--- src/rtl/rxring_pkg.sv ---
package rxring_pkg;

    localparam int STAT_W    = 32;
    localparam int LEN_W     = 16;
    localparam int OFS_LINK  = 3;

    localparam int OWN_HI    = 31;
    localparam int OWN_LO    = 30;
    localparam logic [1:0] OWN_DMA = 2'b10;
    localparam logic [1:0] OWN_CPU = 2'b00;

    localparam int BIT_DONE  = 16;
    localparam int BIT_CRC   = 17;
    localparam int BIT_LONG  = 19;
    localparam int BIT_GOOD  = 20;
    localparam int BIT_ALIGN = 21;
    localparam int BIT_RUNT  = 22;

    typedef struct packed {
        logic [LEN_W-1:0] len;
        logic             crc;
        logic             too_long;
        logic             align;
        logic             runt;
    } frame_t;

    typedef enum logic [2:0] {
        S_IDLE,
        S_FETCH,
        S_CHECK,
        S_LINK,
        S_STALL
    } state_t;

    function automatic logic [STAT_W-1:0] wb_status(frame_t f);
        logic [STAT_W-1:0] s;
        s                   = '0;
        s[LEN_W-1:0]        = f.len;
        s[BIT_DONE]         = 1'b1;
        s[BIT_CRC]          = f.crc;
        s[BIT_LONG]         = f.too_long;
        s[BIT_ALIGN]        = f.align;
        s[BIT_RUNT]         = f.runt;
        s[BIT_GOOD]         = !(f.crc || f.too_long || f.align || f.runt);
        s[OWN_HI:OWN_LO]    = OWN_CPU;
        return s;
    endfunction

endpackage

--- src/rtl/rxring_ptr.sv ---
module rxring_ptr #(
    parameter int AW = 16
) (
    input  logic          clk,
    input  logic          rst,
    input  logic          en,
    input  logic [AW-1:0] base,
    input  logic          load_next,
    input  logic [AW-1:0] next_addr,
    output logic [AW-1:0] cur,
    output logic          armed
);
    logic en_q;

    always_ff @(posedge clk) begin
        if (rst) begin
            cur  <= '0;
            en_q <= 1'b0;
        end else begin
            en_q <= en;
            if (en && !en_q) begin
                cur <= base;
            end else if (load_next) begin
                cur <= next_addr;
            end
        end
    end

    assign armed = en && en_q;
endmodule

--- src/rtl/rxring_miss.sv ---
module rxring_miss #(
    parameter int W = 16
) (
    input  logic         clk,
    input  logic         rst,
    input  logic         bump,
    output logic [W-1:0] count
);
    localparam logic [W-1:0] TOP = {W{1'b1}};

    always_ff @(posedge clk) begin
        if (rst) begin
            count <= '0;
        end else if (bump && count != TOP) begin
            count <= count + 1'b1;
        end
    end
endmodule

--- src/rtl/rxring_fmt.sv ---
module rxring_fmt
    import rxring_pkg::*;
(
    input  frame_t            frm,
    output logic [STAT_W-1:0] status
);
    always_comb begin
        status = wb_status(frm);
    end
endmodule

--- src/rtl/rxring_wb.sv ---
module rxring_wb
    import rxring_pkg::*;
#(
    parameter int AW    = 16,
    parameter int CNT_W = 16
) (
    input  logic              clk,
    input  logic              rst,
    input  logic              rx_enable,
    input  logic [AW-1:0]     ring_base,
    input  logic              poll_kick,
    input  logic              frm_done,
    input  logic [15:0]       frm_len,
    input  logic              frm_crc_err,
    input  logic              frm_too_long,
    input  logic              frm_align_err,
    input  logic              frm_runt,
    output logic [AW-1:0]     mem_addr,
    output logic              mem_rd,
    output logic              mem_wr,
    output logic [31:0]       mem_wdata,
    input  logic [31:0]       mem_rdata,
    output logic              desc_unavail,
    output logic [AW-1:0]     cur_desc,
    output logic [CNT_W-1:0]  miss_count
);
    localparam logic [AW-1:0] LINK_OFS = AW'(OFS_LINK);

    state_t state;
    frame_t pend;
    frame_t frm_in;
    logic   armed;
    logic   accept;
    logic   drop;
    logic   owned;
    logic   load_next;
    logic [STAT_W-1:0] wb_word;

    assign frm_in = '{len: frm_len, crc: frm_crc_err, too_long: frm_too_long,
                      align: frm_align_err, runt: frm_runt};

    assign accept    = armed && frm_done && (state == S_IDLE);
    assign drop      = armed && frm_done && (state != S_IDLE);
    assign owned     = (mem_rdata[OWN_HI:OWN_LO] == OWN_DMA);
    assign load_next = (state == S_LINK);

    rxring_ptr #(.AW(AW)) u_ptr (
        .clk       (clk),
        .rst       (rst),
        .en        (rx_enable),
        .base      (ring_base),
        .load_next (load_next),
        .next_addr (mem_rdata[AW-1:0]),
        .cur       (cur_desc),
        .armed     (armed)
    );

    rxring_miss #(.W(CNT_W)) u_miss (
        .clk   (clk),
        .rst   (rst),
        .bump  (drop),
        .count (miss_count)
    );

    rxring_fmt u_fmt (
        .frm    (pend),
        .status (wb_word)
    );

    always_ff @(posedge clk) begin
        if (rst) begin
            state <= S_IDLE;
            pend  <= '0;
        end else if (!rx_enable) begin
            state <= S_IDLE;
        end else begin
            case (state)
                S_IDLE: begin
                    if (accept) begin
                        pend  <= frm_in;
                        state <= S_FETCH;
                    end
                end
                S_FETCH: state <= S_CHECK;
                S_CHECK: state <= owned ? S_LINK : S_STALL;
                S_LINK:  state <= S_IDLE;
                S_STALL: begin
                    if (poll_kick) state <= S_FETCH;
                end
                default: state <= S_IDLE;
            endcase
        end
    end

    always_comb begin
        mem_rd    = 1'b0;
        mem_wr    = 1'b0;
        mem_addr  = cur_desc;
        mem_wdata = '0;
        case (state)
            S_FETCH: mem_rd = 1'b1;
            S_CHECK: begin
                if (owned) begin
                    mem_rd   = 1'b1;
                    mem_addr = cur_desc + LINK_OFS;
                end
            end
            S_LINK: begin
                mem_wr    = 1'b1;
                mem_wdata = wb_word;
            end
            default: ;
        endcase
    end

    assign desc_unavail = (state == S_STALL);
endmodule

--- config.mk ---
export PLATFORM = sky130hd
export DESIGN_NAME = rxring_wb
export DESIGN_NICKNAME = d
export VERILOG_FILES = /design/src/rtl/rxring_pkg.sv /design/src/rtl/rxring_ptr.sv /design/src/rtl/rxring_miss.sv /design/src/rtl/rxring_fmt.sv /design/src/rtl/rxring_wb.sv
export SDC_FILE = /design/constraint.sdc
export NUM_CORES = 1
export LEC_CHECK = 0
export ABC_AREA = 0
export BUFFER_PORTS_ARGS = -buffer_cell sky130_fd_sc_hd__buf_2
export CAP_MARGIN = 10
export CORE_MARGIN = 10
export CORE_UTILIZATION = 43
export DETAILED_ROUTE_END_ITERATION = 10
export PLACE_DENSITY = 0.77
export SYNTH_ARGS = -nofsm -noshare
export SYNTH_HDL_FRONTEND = slang
export SYNTH_HIERARCHICAL = 1
export SYNTH_SLANG_ARGS = --single-unit
export TNS_END_PERCENT = 20
--- constraint.sdc ---
create_clock -name clk -period 2.2 [get_ports clk]
set_input_delay 0.33 -clock clk [delete_from_list [all_inputs] [get_ports clk]]
set_output_delay 0.33 -clock clk [all_outputs]
set_load 0.02 [all_outputs]
# --- Word level (Yosys, flattened, before mapping) ---
# Index checks and enable logic that the tools add are counted.
# Widths: inputs -> output; s select.
word_totals:
  rom_bits: 0
  output_inout_bits: 83
  ram_bits: 0
  elab_cells: 49
  reg_bits: 56
  latchBits: 0
  mem_count: 0
  in_bits: 73
classes:
  eq_ne: 8
  n_shift: 0
  n_reduce_logical: 17
  add_sub_neg: 2
  magnitude_cmp: 0
  div: 0
  n_mux: 12
  mul: 0
  bitwise: 1
op_table:
  columns: ["op", "count"]
  rows:
  - ["$mux 16", 4]
  - ["$mux 23", 1]
  - ["$add 16x1->16 const B", 1]
  - ["$add 16x2->16 const B", 1]
  - ["$ne 16x16->1 const B", 1]
  - ["$pmux 3 s4", 1]
  - ["$mux 3", 3]
  - ["$eq 3x2->1 const B", 2]
  - ["$logic_and 1x1->1", 6]
  - ["$ne 2x2->1 const B", 2]
  - ["$eq 3x1->1 const B", 1]
  - ["$eq 3x3->1 const B", 1]
  - ["$logic_not 3->1", 1]
  - ["$logic_or 1x1->1", 3]
  - ["$reduce_and 3->1", 1]
  - ["$reduce_bool 3->1", 1]
  - ["$eq 2x2->1 const B", 1]
  - ["$logic_not 1->1", 2]
  - ["$mux 1", 2]
  - ["$pmux 1 s2", 1]
  - ["$reduce_and 2->1", 1]
  - ["$reduce_bool 2->1", 1]
  - ["$reduce_or 2->1", 1]
  - ["$not 1->1", 1]

# --- Depth between registers and ports, before layout ---
# Gate-level depths: netlist (run 1).
logic_depth:
  word_depth: 5
  depth_mapped: 9
  ltp_nobuf: 7

# --- By module ---
# The synthesis (run 1) kept the hierarchy.
modules_own_cells:
  columns: ["module", "area_each_um2", "seq_area_each_um2", "cells_each", "n_inst"]
  rows:
  - ["rxring_wb", 1433.9, 460.4, 193, 1]
  - ["rxring_ptr", 898.4, 340.3, 77, 1]
  - ["rxring_miss", 848.3, 320.3, 99, 1]
  - ["rxring_fmt", 252.7, 0.0, 34, 1]

# --- Least setup slack after synthesis (run 1) ---
# No wires, ideal clock.
synth_path:
  kind: "reg2out"
  from: "register u_ptr.cur[0]"
  to: "output port mem_addr[10]"
  slack_ns: 0.150
  stages_incl_launch_ff: 6
  arrival_time_ns: 1.720
  n_path_buf: 0
  required_ns: 1.870
  path_cell_list: "dfxtp_1 -> inv_1 -> ha_1 -> nor4b_4 -> nand4_1 -> xnor2_1"
synth_via:
  elab_chain_len: 3
synth_rtl:
  columns: ["element", "line", "source"]
  rows:
  - ["start: declaration", "rxring_ptr.sv:10", "output logic [AW-1:0] cur,"]
  - ["start signal: assignment", "rxring_ptr.sv:22", "cur <= base;"]
  - ["start signal: assignment", "rxring_ptr.sv:24", "cur <= next_addr;"]
  - ["$add 16x2->16", "rxring_wb.sv:105", "mem_addr = cur_desc + LINK_OFS;"]
  - ["$mux 16", "rxring_wb.sv:103", "if (owned) begin"]
  - ["$mux 16", "rxring_wb.sv:100", "case (state)"]
  - ["end: declaration", "rxring_wb.sv:18", "output logic [AW-1:0] mem_addr,"]
# No other way between the ends.

# --- Final worst setup path (run 1) ---
layout_path:
  from: "register state[2]"
  to: "output port mem_addr[10]"
layout_via:
  elab_chain_len: 2
layout_rtl:
  columns: ["element", "line", "source"]
  rows:
  - ["start: declaration", "rxring_wb.sv:29", "state_t state;"]
  - ["start signal: assignment", "rxring_wb.sv:85", "S_CHECK: state <= owned ? S_LINK : S_STALL;"]
  - ["$eq 3x2->1", "rxring_wb.sv:100", null]
  - ["$mux 16", "rxring_wb.sv:100", null]
# No other way between the ends.

==> qor.txt, run 1 <==
CP endpoint kind: primary output
DR vias: 3142
first-pass GRT wire length: 14.8 mm
final setup skew: 4.86 ps
core region area: 7730 sq um
area occupied by multi-input gates: 1950 sq um
Post-Synth Adder-Cell Area: 0.00729
outcome: completed
part of the power in combinational logic: 0.148
violation count after the first detailed-route iteration: 70
Worst Tran Pin Value: 535 ps
CTS tree: built
Nets: 588
top sig layer: met4
Post-Synthesis Cells: 403
hold endpoint: pend[15]$_SDFFE_PP0P_
CTS clk-pin slew, worst paths: 100 ps
wire per inst: 15.3 um
Max Clk Rate: 469 MHz
RSZ-0062 raised after global routing: true
CP required: 1870 ps
hold path depth: 3
drc violations: 0
# diodes: 0
Seq/Total Area, Yosys: 0.327
Slew Limit Fails: 0
mux contribution to synthesized area: 0.0558
Clock Latency Late Sink: 300 ps
sequential cell area: 1130 sq um
mapped cell area: 3430 sq um
DR pass1 iterations: 4
CP Class: flop to primary output
initial core utilization: 0.444
met1 wire length: 3.75 mm
NetSw: 0.000534 W
final setup margin: 69.3 ps
drt via density: 5.10
most frequently used flop master after synthesis: dfxtp_1
pin count of the biggest net entering global routing: 36
Worst EP arrival: 1800 ps
reg2reg path depth: 6
clock sink count: 56
cell-internal power: 0.00155 W
slowest CP cell: dfxtp_2
post-route clock period utilization: 0.968
initial antenna violation count: 0
number of fill cells: 757
Ports: 156
Crit path largest cell delay: 350 ps
vias in the first global route: 2998
Slew HR: 0.638
Port Buf Inserts: 131
layout cell share with drive strength beyond 1: 0.374
R2R Path End: u_miss/count[11]$_SDFFE_PP0P_
Synth Area in Simple Gates: 0.321
Hold Buf Count CTS: 0
post-synthesis cell type count: 51
Synth Area in XOR/XNOR: 0.0434
Global Route Usage Sum: 0.150
RD Place Congestion: 0.795
final hold vios: 0
full die area: 12000 sq um
post-synthesis compound-gate area fraction: 0.126
ys async rst share: 0
Placed Area: 3990 sq um
worst hold start: frm_len[11]
HP Class: input port to flop
worst r2r src: u_ptr/en_q$_SDFF_PP0_
routed wire length: 9.42 mm
r2r setup slk: 260 ps
Final setup viols: 0
worst ir drop on vdd: 287 uV
Antenna Violating Nets Remaining: 0
pwr dens: 497 nW/um^2
sequential power share: 0.515
Sw Share: 0.257
fin crit period: 2130 ps
Startpoint Class: flop
Met2 Wirelength: 4.83 mm
Clock Path Buffers: 2
Die W: 109 um
CTS Buf Count: 5
Final Cell Area: 4180 sq um
Post-DP HPWL: 7.32 mm
worst path cell trace: or2_4 -> nor4b_4 -> buf_6 -> nand4_1 -> xnor2_1 -> buf_4
Clk pwr share: 0.338
number of synthesized flops with an enable pin: 0
dpl ws: 183 ps
Max-cap violations: 0
Site Rows: 32
Yosys reg bits: 56
crit-path max FO: 6
Clock Tree Root: clkbuf_8
WL met3: 728 um
H-Tree Depth: 2
GRT overflow: 0
Ys Warns: 6
Syn Area/Cell: 8.52 sq um
LEAKAGE: 1.78 nW
area grow syn2layout: 21.9%
largest family of logic cells by synthesized area: simple AND/OR/NAND/NOR gates
DIE HEIGHT: 109 um
## cell usage in the layout (no fill, tap or decap), drive strengths merged, types with 8 or more instances in the layout
cell      n
buf     150
dfxtp    56
nand2    55
and2     33
a21oi    31
mux2i    18
nor3b    16
a211oi   16
xnor2    15
nand3    12
conb     11
nor2     11
nor3      8
nand4     8
## synth_stat cells, drive strengths merged (4+ instances only)
master,n,area share
nor4,4,0.013
xnor2,15,0.038
nand4,8,0.019
and4,5,0.013
and2,33,0.060
nor3,8,0.012
o21ai,6,0.0087
dfxtp,56,0.33
nand2,55,0.061
nor2,11,0.012
a211oi,16,0.050
buf,46,0.099
nor3b,16,0.038
clkbuf,10,0.011
nand3,12,0.017
or4,7,0.015
inv,7,0.0077
a21oi,31,0.045
mux2i,18,0.052
o31ai,6,0.013
and3,6,0.012
## what timing repair did
item	4_1_cts	5_1_grt
setup endpoints to repair	13	31
setup buffers	1	2
pin swaps	1	3
gates resized for setup	3	17
## state kept, by name (all words and copies together), names as in the netlist
signal / flops
pend: 20
u_ptr/en_q: 1
u_miss/count: 16
u_ptr/cur: 16
state: 3
## kinds of logic (layout without fill, tap and decap cells)
logic type,after synthesis,count (layout)
simple gates,181,181
xor+xnor,17,17
compound gates,63,63
buf+inv,63,165
mux,19,19
fa+ha+maj,2,2
flops,56,56
other cells,2,11
## routing by layer
metal  track usage  vias to the layer above
met5             0                        -
met4        0.0353                        0
met3        0.0462                        9
met2         0.267                       78
met1         0.171                     1479
li1              -                     1576
## layout make-up
type,instances,area share
Sequential cell,56,0.271
Inverter,7,0.00628
Timing Repair Buffer,150,0.197
Tap cell,102,0.0305
Clock buffer,6,0.0197
Multi-Input combinational cell,293,0.466
Clock inverter,2,0.00927
## metrics by stage
step	std cells	hold slack, ps	TNS [ps]	utilization	power (W)
2_1_floorplan	412	437	0	-	0.00129
3_3_place_gp	605	437	0	0.516	0.00139
3_5_place_dp	605	445	0	0.516	0.00140
4_1_cts	614	235	0	0.534	0.00211
5_1_grt	616	229	-70.1	0.541	0.00218
6_report	616	251	0	0.541	0.00208
## worst max path at each step
stage	from	to	slack [ps]	depth (start not counted)
after detailed placement	u_ptr/cur[1]$_SDFFE_PP0P_	mem_addr[10]	180	6
final	state[2]$_SDFFE_PP0P_	mem_addr[10]	70	6
after CTS	state[2]$_SDFFE_PP0P_	mem_addr[10]	7	6
after global placement	u_ptr/cur[1]$_SDFFE_PP0P_	mem_addr[10]	240	6
after global routing	state[2]$_SDFFE_PP0P_	mem_addr[15]	-40	6
after floorplan	u_ptr/cur[0]$_SDFFE_PP0P_	mem_addr[10]	150	5
## worst max-delay path, delay by kind of cell, from the launching register on
family                 cells  cell delay (ps)
XOR/XNOR                   1              160
AND/OR/NAND/NOR            3              660
buffers and inverters      2              330
flip-flops                 1              350
## power groups by stage
stage / registers (W) / clock network, W / logic (W)
final: 0.00107 / 0.000703 / 0.000307
after global routing: 0.00108 / 0.000773 / 0.000333
after CTS: 0.00107 / 0.000732 / 0.000303
after floorplan: 0.00112 / 0 / 0.000172
after detailed placement: 0.00110 / 0 / 0.000302
after global placement: 0.00109 / 0 / 0.000297
No activity file was read; power rests on OpenSTA's default activity.
==> inputs of run 2 (changes only) <==
- REMOVE_ABC_BUFFERS: default -> 1
==> run 2 against run 1 <==
Power is 0.84% lower. Worst setup slack improved by 9.4 ps. Die area unchanged. Cell area grew 0.30%. Combinational power grew 4%. Sequential power about the same. Core utilization up 0.16 points. First-iteration DRC count increased by 76%. Flip-flop and latch count stayed put. Maximum frequency up 0.44%. Critical endpoint unchanged. Highest routed layer unchanged.
==> qor.txt, run 2 (synthesis gave the netlist of run 1 again) <==
routed wire length: 9.71 mm (+3.2%)
layout cell share with drive strength beyond 1: 0.379 (+0.00510)
area grow syn2layout: 22.2%
sequential cell area: 1140 sq um (+0.33%)
DR vias: 3140 (-0.064%)
DIE HEIGHT: 109 um (unchanged)
fin crit period: 2120 ps (-9.37 ps)
H-Tree Depth: 2 (unchanged)
CP required: 1870 ps (about the same)
met3 Usage GRT: 0.0550 (+0.00878)
LEAKAGE: 1.79 nW (+0.62%)
Max Clk Rate: 471 MHz (+0.44%)
Clock Tree Root: clkbuf_8
Final setup viols: 0 (unchanged)
Site Rows: 32 (unchanged)
Worst Tran Pin Value: 572 ps (+36.7 ps)
Setup TNS: 0 ps (unchanged)
violation count after the first detailed-route iteration: 123 (+76%)
outcome: completed
max reg flops: 20 (unchanged)
Clock Latency Late Sink: 310 ps (about the same)
CP Class: flop to primary output
Slew Limit Fails: 0 (unchanged)
biggest regs: pend (20), u_miss/count (16), u_ptr/cur (16)
CP endpoint kind: primary output
Most flops, register: pend
full die area: 12000 sq um (unchanged)
Worst EP arrival: 1790 ps (about the same)
Post-DP HPWL: 7.41 mm (+1.1%)
most frequent cells in the layout: buf_2, nand2_1, dfxtp_1
CTS tree: built
GRT overflow: 0 (unchanged)
GR Util met2: 0.269 (+0.00213)
Nets: 589 (+0.17%)
Pwr Total: 0.00206 W (-0.84%)
pwr dens: 492 nW/um^2 (-1.1%)
vias in the first global route: 2997 (-0.033%)
core region area: 7730 sq um (unchanged)
first-pass GRT wire length: 15.0 mm (+1.2%)
CTS Buf Count: 5 (unchanged)
drc violations: 0 (unchanged)
drt via density: 5.08 (-0.39%)
number of fill cells: 759 (+0.26%)
wire per inst: 15.7 um (+2.8%)
post-route clock period utilization: 0.964 (-0.00426)
DR pass1 iterations: 5 (+1)
Port Buf Inserts: 131 (unchanged)
RD Place Congestion: 0.871 (+9.5%)
initial core utilization: 0.444 (unchanged)
final setup skew: 6.36 ps (+1.49 ps)
Die W: 109 um (unchanged)
Clock Path Buffers: 2 (unchanged)
pin count of the biggest net entering global routing: 33 (-8.3%)
clock sink count: 56 (unchanged)
Global Route Usage Sum: 0.153 (+0.00275)
most common cell after layout, fill and taps aside: buf_2
area occupied by multi-input gates: 1960 sq um (+0.45%)
RSZ-0062 raised after global routing: true
crit-path max FO: 6 (unchanged)
minimum hold slack: 247 ps (-4.29 ps)
Antenna Violating Nets Remaining: 0 (unchanged)
grt met1 use: 0.172 (+0.000296)
worst ir drop on vdd: 290 uV (+1.0%)
Startpoint Class: flop
Slew HR: 0.614 (-0.0248)
Ports: 156 (unchanged)
initial antenna violation count: 1 (+1)
HP Class: input port to flop
CTS clk-pin slew, worst paths: 100 ps (about the same)
final hold vios: 0 (unchanged)
Max-cap violations: 0 (unchanged)
global route hottest layer: met2
==> run 2: cell type report <==
class / count / share of cell area
Multi-Input combinational cell: 293 / 0.467
Sequential cell: 56 / 0.271
Timing Repair Buffer: 151 / 0.199
Tap cell: 102 / 0.0304
Clock buffer: 6 / 0.0173
Clock inverter: 2 / 0.00835
Inverter: 7 / 0.00626
Antenna cell: 1 / 0.000596
==> run 2: worst max-delay path, cell delays in order (launching register included) <==
cell and delay (ps):
dfxtp_4 350, or2_4 270, nor4b_4 200, buf_4 180, nand4_1 110, xnor2_1 190, buf_4 170
==> run 2: worst paths after layout <==
kind                                             from                             to  slack (ps)  cells past startpoint
worst min-delay path                      frm_len[13]          pend[17]$_SDFFE_PP0P_         250                      3
worst max-delay path            state[0]$_SDFFE_PP0P_                   mem_addr[10]          80                      6
worst max register to register  state[1]$_SDFFE_PP0P_  u_miss/count[11]$_SDFFE_PP0P_         300                      6
worst min register to register   pend[6]$_SDFFE_PP0P_           pend[6]$_SDFFE_PP0P_         460                      2
==> run 2: layer usage <==
| metal | share of wire | vias up |
|---|---|---|
| li1 | - | 1580 |
| met1 | 0.38 | 1436 |
| met2 | 0.51 | 115 |
| met3 | 0.097 | 9 |
| met4 | 0.0080 | 0 |
| met5 | 0 | - |
==> run 2: what timing repair did <==
item,in CTS,in global routing
buffers inserted,2,7
hold buffers,0,0
endpoints found under the setup margin,13,11
endpoints found under the hold margin,0,0
gates resized for setup,6,15
pin swaps,2,6
==> run 2: where the power goes <==
part | switching (W) | leakage, nW | internal (W)
Clock | 0.000336 | 0.0552 | 0.000339
Combinational | 0.000178 | 1.28 | 0.000140
Sequential | 0.0000322 | 0.459 | 0.00104
Total | 0.000546 | 1.79 | 0.00152
==> run 2: per-stage QoR <==
stage                     setup WS (ps)  area [sq um]  utilization  instances
after floorplan                    88.1          3090            -        356
after global placement              215          3970        0.513        600
after global routing              -28.2          4190        0.543        617
after CTS                         0.735          4100        0.531        610
after detailed placement            181          3970        0.513        600
final                              78.7          4200        0.543        618
==> inputs of run 3 (changes only) <==
- CORE_ASPECT_RATIO: default -> 0.75
==> run 3 against run 2 <==
Combinational power down 2%. Maximum frequency is 2.2% lower. Worst setup slack worse by 49 ps. First-iteration DRC count increased by 29%. Count of clock-buffer cells in the layout unchanged. Sequential share of layout area increased by 0.38 points. Register-to-register slack got worse by 30 ps. Sequential power about the same. Power fell by 7.3%. Core utilization decreased by 1.5 points.
==> qor.txt, run 3 (synthesis gave the netlist of run 1 again) <==
wire per inst: 15.8 um (+0.45%)
area grow syn2layout: 20.7%
worst r2r src: u_ptr/en_q$_SDFF_PP0_
Ports: 156 (unchanged)
worst ir drop on vdd: 254 uV (-13%)
GR Util met2: 0.243 (-0.0255)
CTS clk-pin slew, worst paths: 90 ps (about the same)
CTS Buf Count: 5 (unchanged)
worst hold start: frm_len[5]
CP Class: flop to primary output
Final Cell Area: 4140 sq um (-1.3%)
CP delay by family, top: simple AND/OR/NAND/NOR gates
violation count after the first detailed-route iteration: 159 (+29%)
initial core utilization: 0.438 (-0.00680)
met3 Usage GRT: 0.0383 (-0.0167)
crit-path max FO: 6 (unchanged)
final setup skew: 6.95 ps (+0.598 ps)
Max Clk Rate: 461 MHz (-2.2%)
RD Place Congestion: 0.809 (-7.1%)
Final setup viols: 0 (unchanged)
final std cells w/o fill: 612 (-0.97%)
Post-DP HPWL: 7.37 mm (-0.50%)
Max-cap violations: 0 (unchanged)
Worst EP arrival: 1840 ps (+50 ps)
Clock Tree Root: clkbuf_8
fin crit period: 2170 ps (+48.5 ps)
HP Class: input port to flop
Slew Limit Fails: 0 (unchanged)
routed wire length: 9.66 mm (-0.53%)
DIE HEIGHT: 97.4 um (-11%)
Global Route Usage Sum: 0.149 (-0.00404)
clock sink count: 56 (unchanged)
DR vias: 3176 (+1.1%)
most common cell after layout, fill and taps aside: buf_2
CP endpoint kind: primary output
# diodes: 0 (-1)
post-route clock period utilization: 0.986 (+0.0220)
Placed Instances: 601 (+0.17%)
Most flops, register: pend
max reg flops: 20 (unchanged)
Critical path buffers and inverters: 2 (unchanged)
CP required: 1870 ps (about the same)
Clock Path Buffers: 2 (unchanged)
reg2reg path depth: 6 (unchanged)
drc violations: 0 (unchanged)
grt met1 use: 0.184 (+0.0123)
Port Buf Inserts: 131 (unchanged)
LEAKAGE: 1.76 nW (-1.7%)
Setup crit start: state[0]$_SDFFE_PP0P_
Slew HR: 0.558 (-0.0554)
pin count of the biggest net entering global routing: 50 (+52%)
biggest regs: pend (20), u_miss/count (16), u_ptr/cur (16)
CTS tree: built
most frequent cells in the layout: buf_2, nand2_1, dfxtp_1
pwr dens: 462 nW/um^2 (-6.1%)
worst path cell trace: or2_4 -> nor4b_4 -> buf_6 -> nand4_1 -> xnor2_1 -> buf_4
DR pass1 iterations: 4 (-1)
Startpoint Class: flop
Worst Tran Pin Value: 654 ps (+82.0 ps)
full die area: 12000 sq um (+0.31%)
initial antenna violation count: 0 (-1)
GRT overflow: 0 (unchanged)
Crit path largest cell delay: 360 ps (about the same)
RSZ-0062 raised after global routing: true
Worst path depth: 6 (unchanged)
Nets: 582 (-1.2%)
Placed Area: 3970 sq um (about the same)
vias in the first global route: 3015 (+0.60%)
Worst setup endpoint: mem_addr[10]
Clock Latency Late Sink: 300 ps (about the same)
R2R Path End: u_miss/count[11]$_SDFFE_PP0P_
Site Rows: 28 (-13%)
Die W: 123 um (+13%)
layout cell share with drive strength beyond 1: 0.373 (-0.00586)
core region area: 7850 sq um (+1.6%)
Antenna Violating Nets Remaining: 0 (unchanged)
r2r setup slk: 270 ps (-30 ps)
slowest CP cell: dfxtp_4
global route hottest layer: met2
first-pass GRT wire length: 15.0 mm (unchanged)
Pwr Total: 0.00191 W (-7.3%)
H-Tree Depth: 2 (unchanged)
outcome: completed
drt via density: 5.19 (+2.1%)
final hold vios: 0 (unchanged)
==> run 3: cell count changes in the layout (fill, tap and decap cells not counted), moves of 2 or more <==
| cell | previous run | this run |
|---|---|---|
| xnor2_1 | 14 | 12 |
| buf_4 | 23 | 14 |
| xnor2_2 | 1 | 3 |
| inv_1 | 5 | 7 |
| inv_2 | 2 | 0 |
==> run 3: metrics by stage <==
stage	TNS (ps)	setup slack (ps)	hold WS, ps	util
floorplan	0	88.1	395	-
global placement	0	233	437	0.505
detailed placement	0	156	445	0.505
CTS	0	5.34	250	0.518
global route	-191	-84.1	256	0.528
finish	0	30.2	263	0.528
==> run 3: worst min-delay path by stage <==
| stage | end | slack [ps] | cells past startpoint |
|---|---|---|---|
| after floorplan | u_ptr/cur[0]$_SDFFE_PP0P_ | 390 | 1 |
| after global placement | pend[17]$_SDFFE_PP0P_ | 440 | 2 |
| after detailed placement | pend[18]$_SDFFE_PP0P_ | 440 | 2 |
| after CTS | pend[9]$_SDFFE_PP0P_ | 250 | 3 |
| after global routing | pend[16]$_SDFFE_PP0P_ | 260 | 3 |
| final | pend[9]$_SDFFE_PP0P_ | 260 | 3 |
==> run 3: cell type report <==
class | instances | area, sq um
Tap cell | 105 | 131
Sequential cell | 56 | 1140
Inverter | 7 | 26.3
Timing Repair Buffer | 144 | 798
Fill cell | 757 | 3700
Clock inverter | 1 | 5.00
Multi-Input combinational cell | 293 | 1970
Clock buffer | 6 | 72.6
==> run 3: layer usage <==
layer  wire length (um)  vias up
met2               4630      110
met5                  0        -
met4                214        0
li1                   -     1569
met3                782       18
met1               4040     1479
==> run 3: worst min-delay path: stages <==
cell,delay (ps)
buf_2,100
nand2_1,40
a21oi_1,50
==> run 3: report_power, final <==
part	switching [W]	leakage, nW	internal (W)
combinational	0.000174	1.26	0.000136
sequential	0.0000347	0.459	0.00104
clock	0.000312	0.0410	0.000218
==> run 3: timing repair <==
action                     4_1_cts  5_1_grt
pin swaps                        1        4
gates resized for setup          6       17
buffers inserted                 1        3
hold buffers                     0        0
setup endpoints to repair       12       11
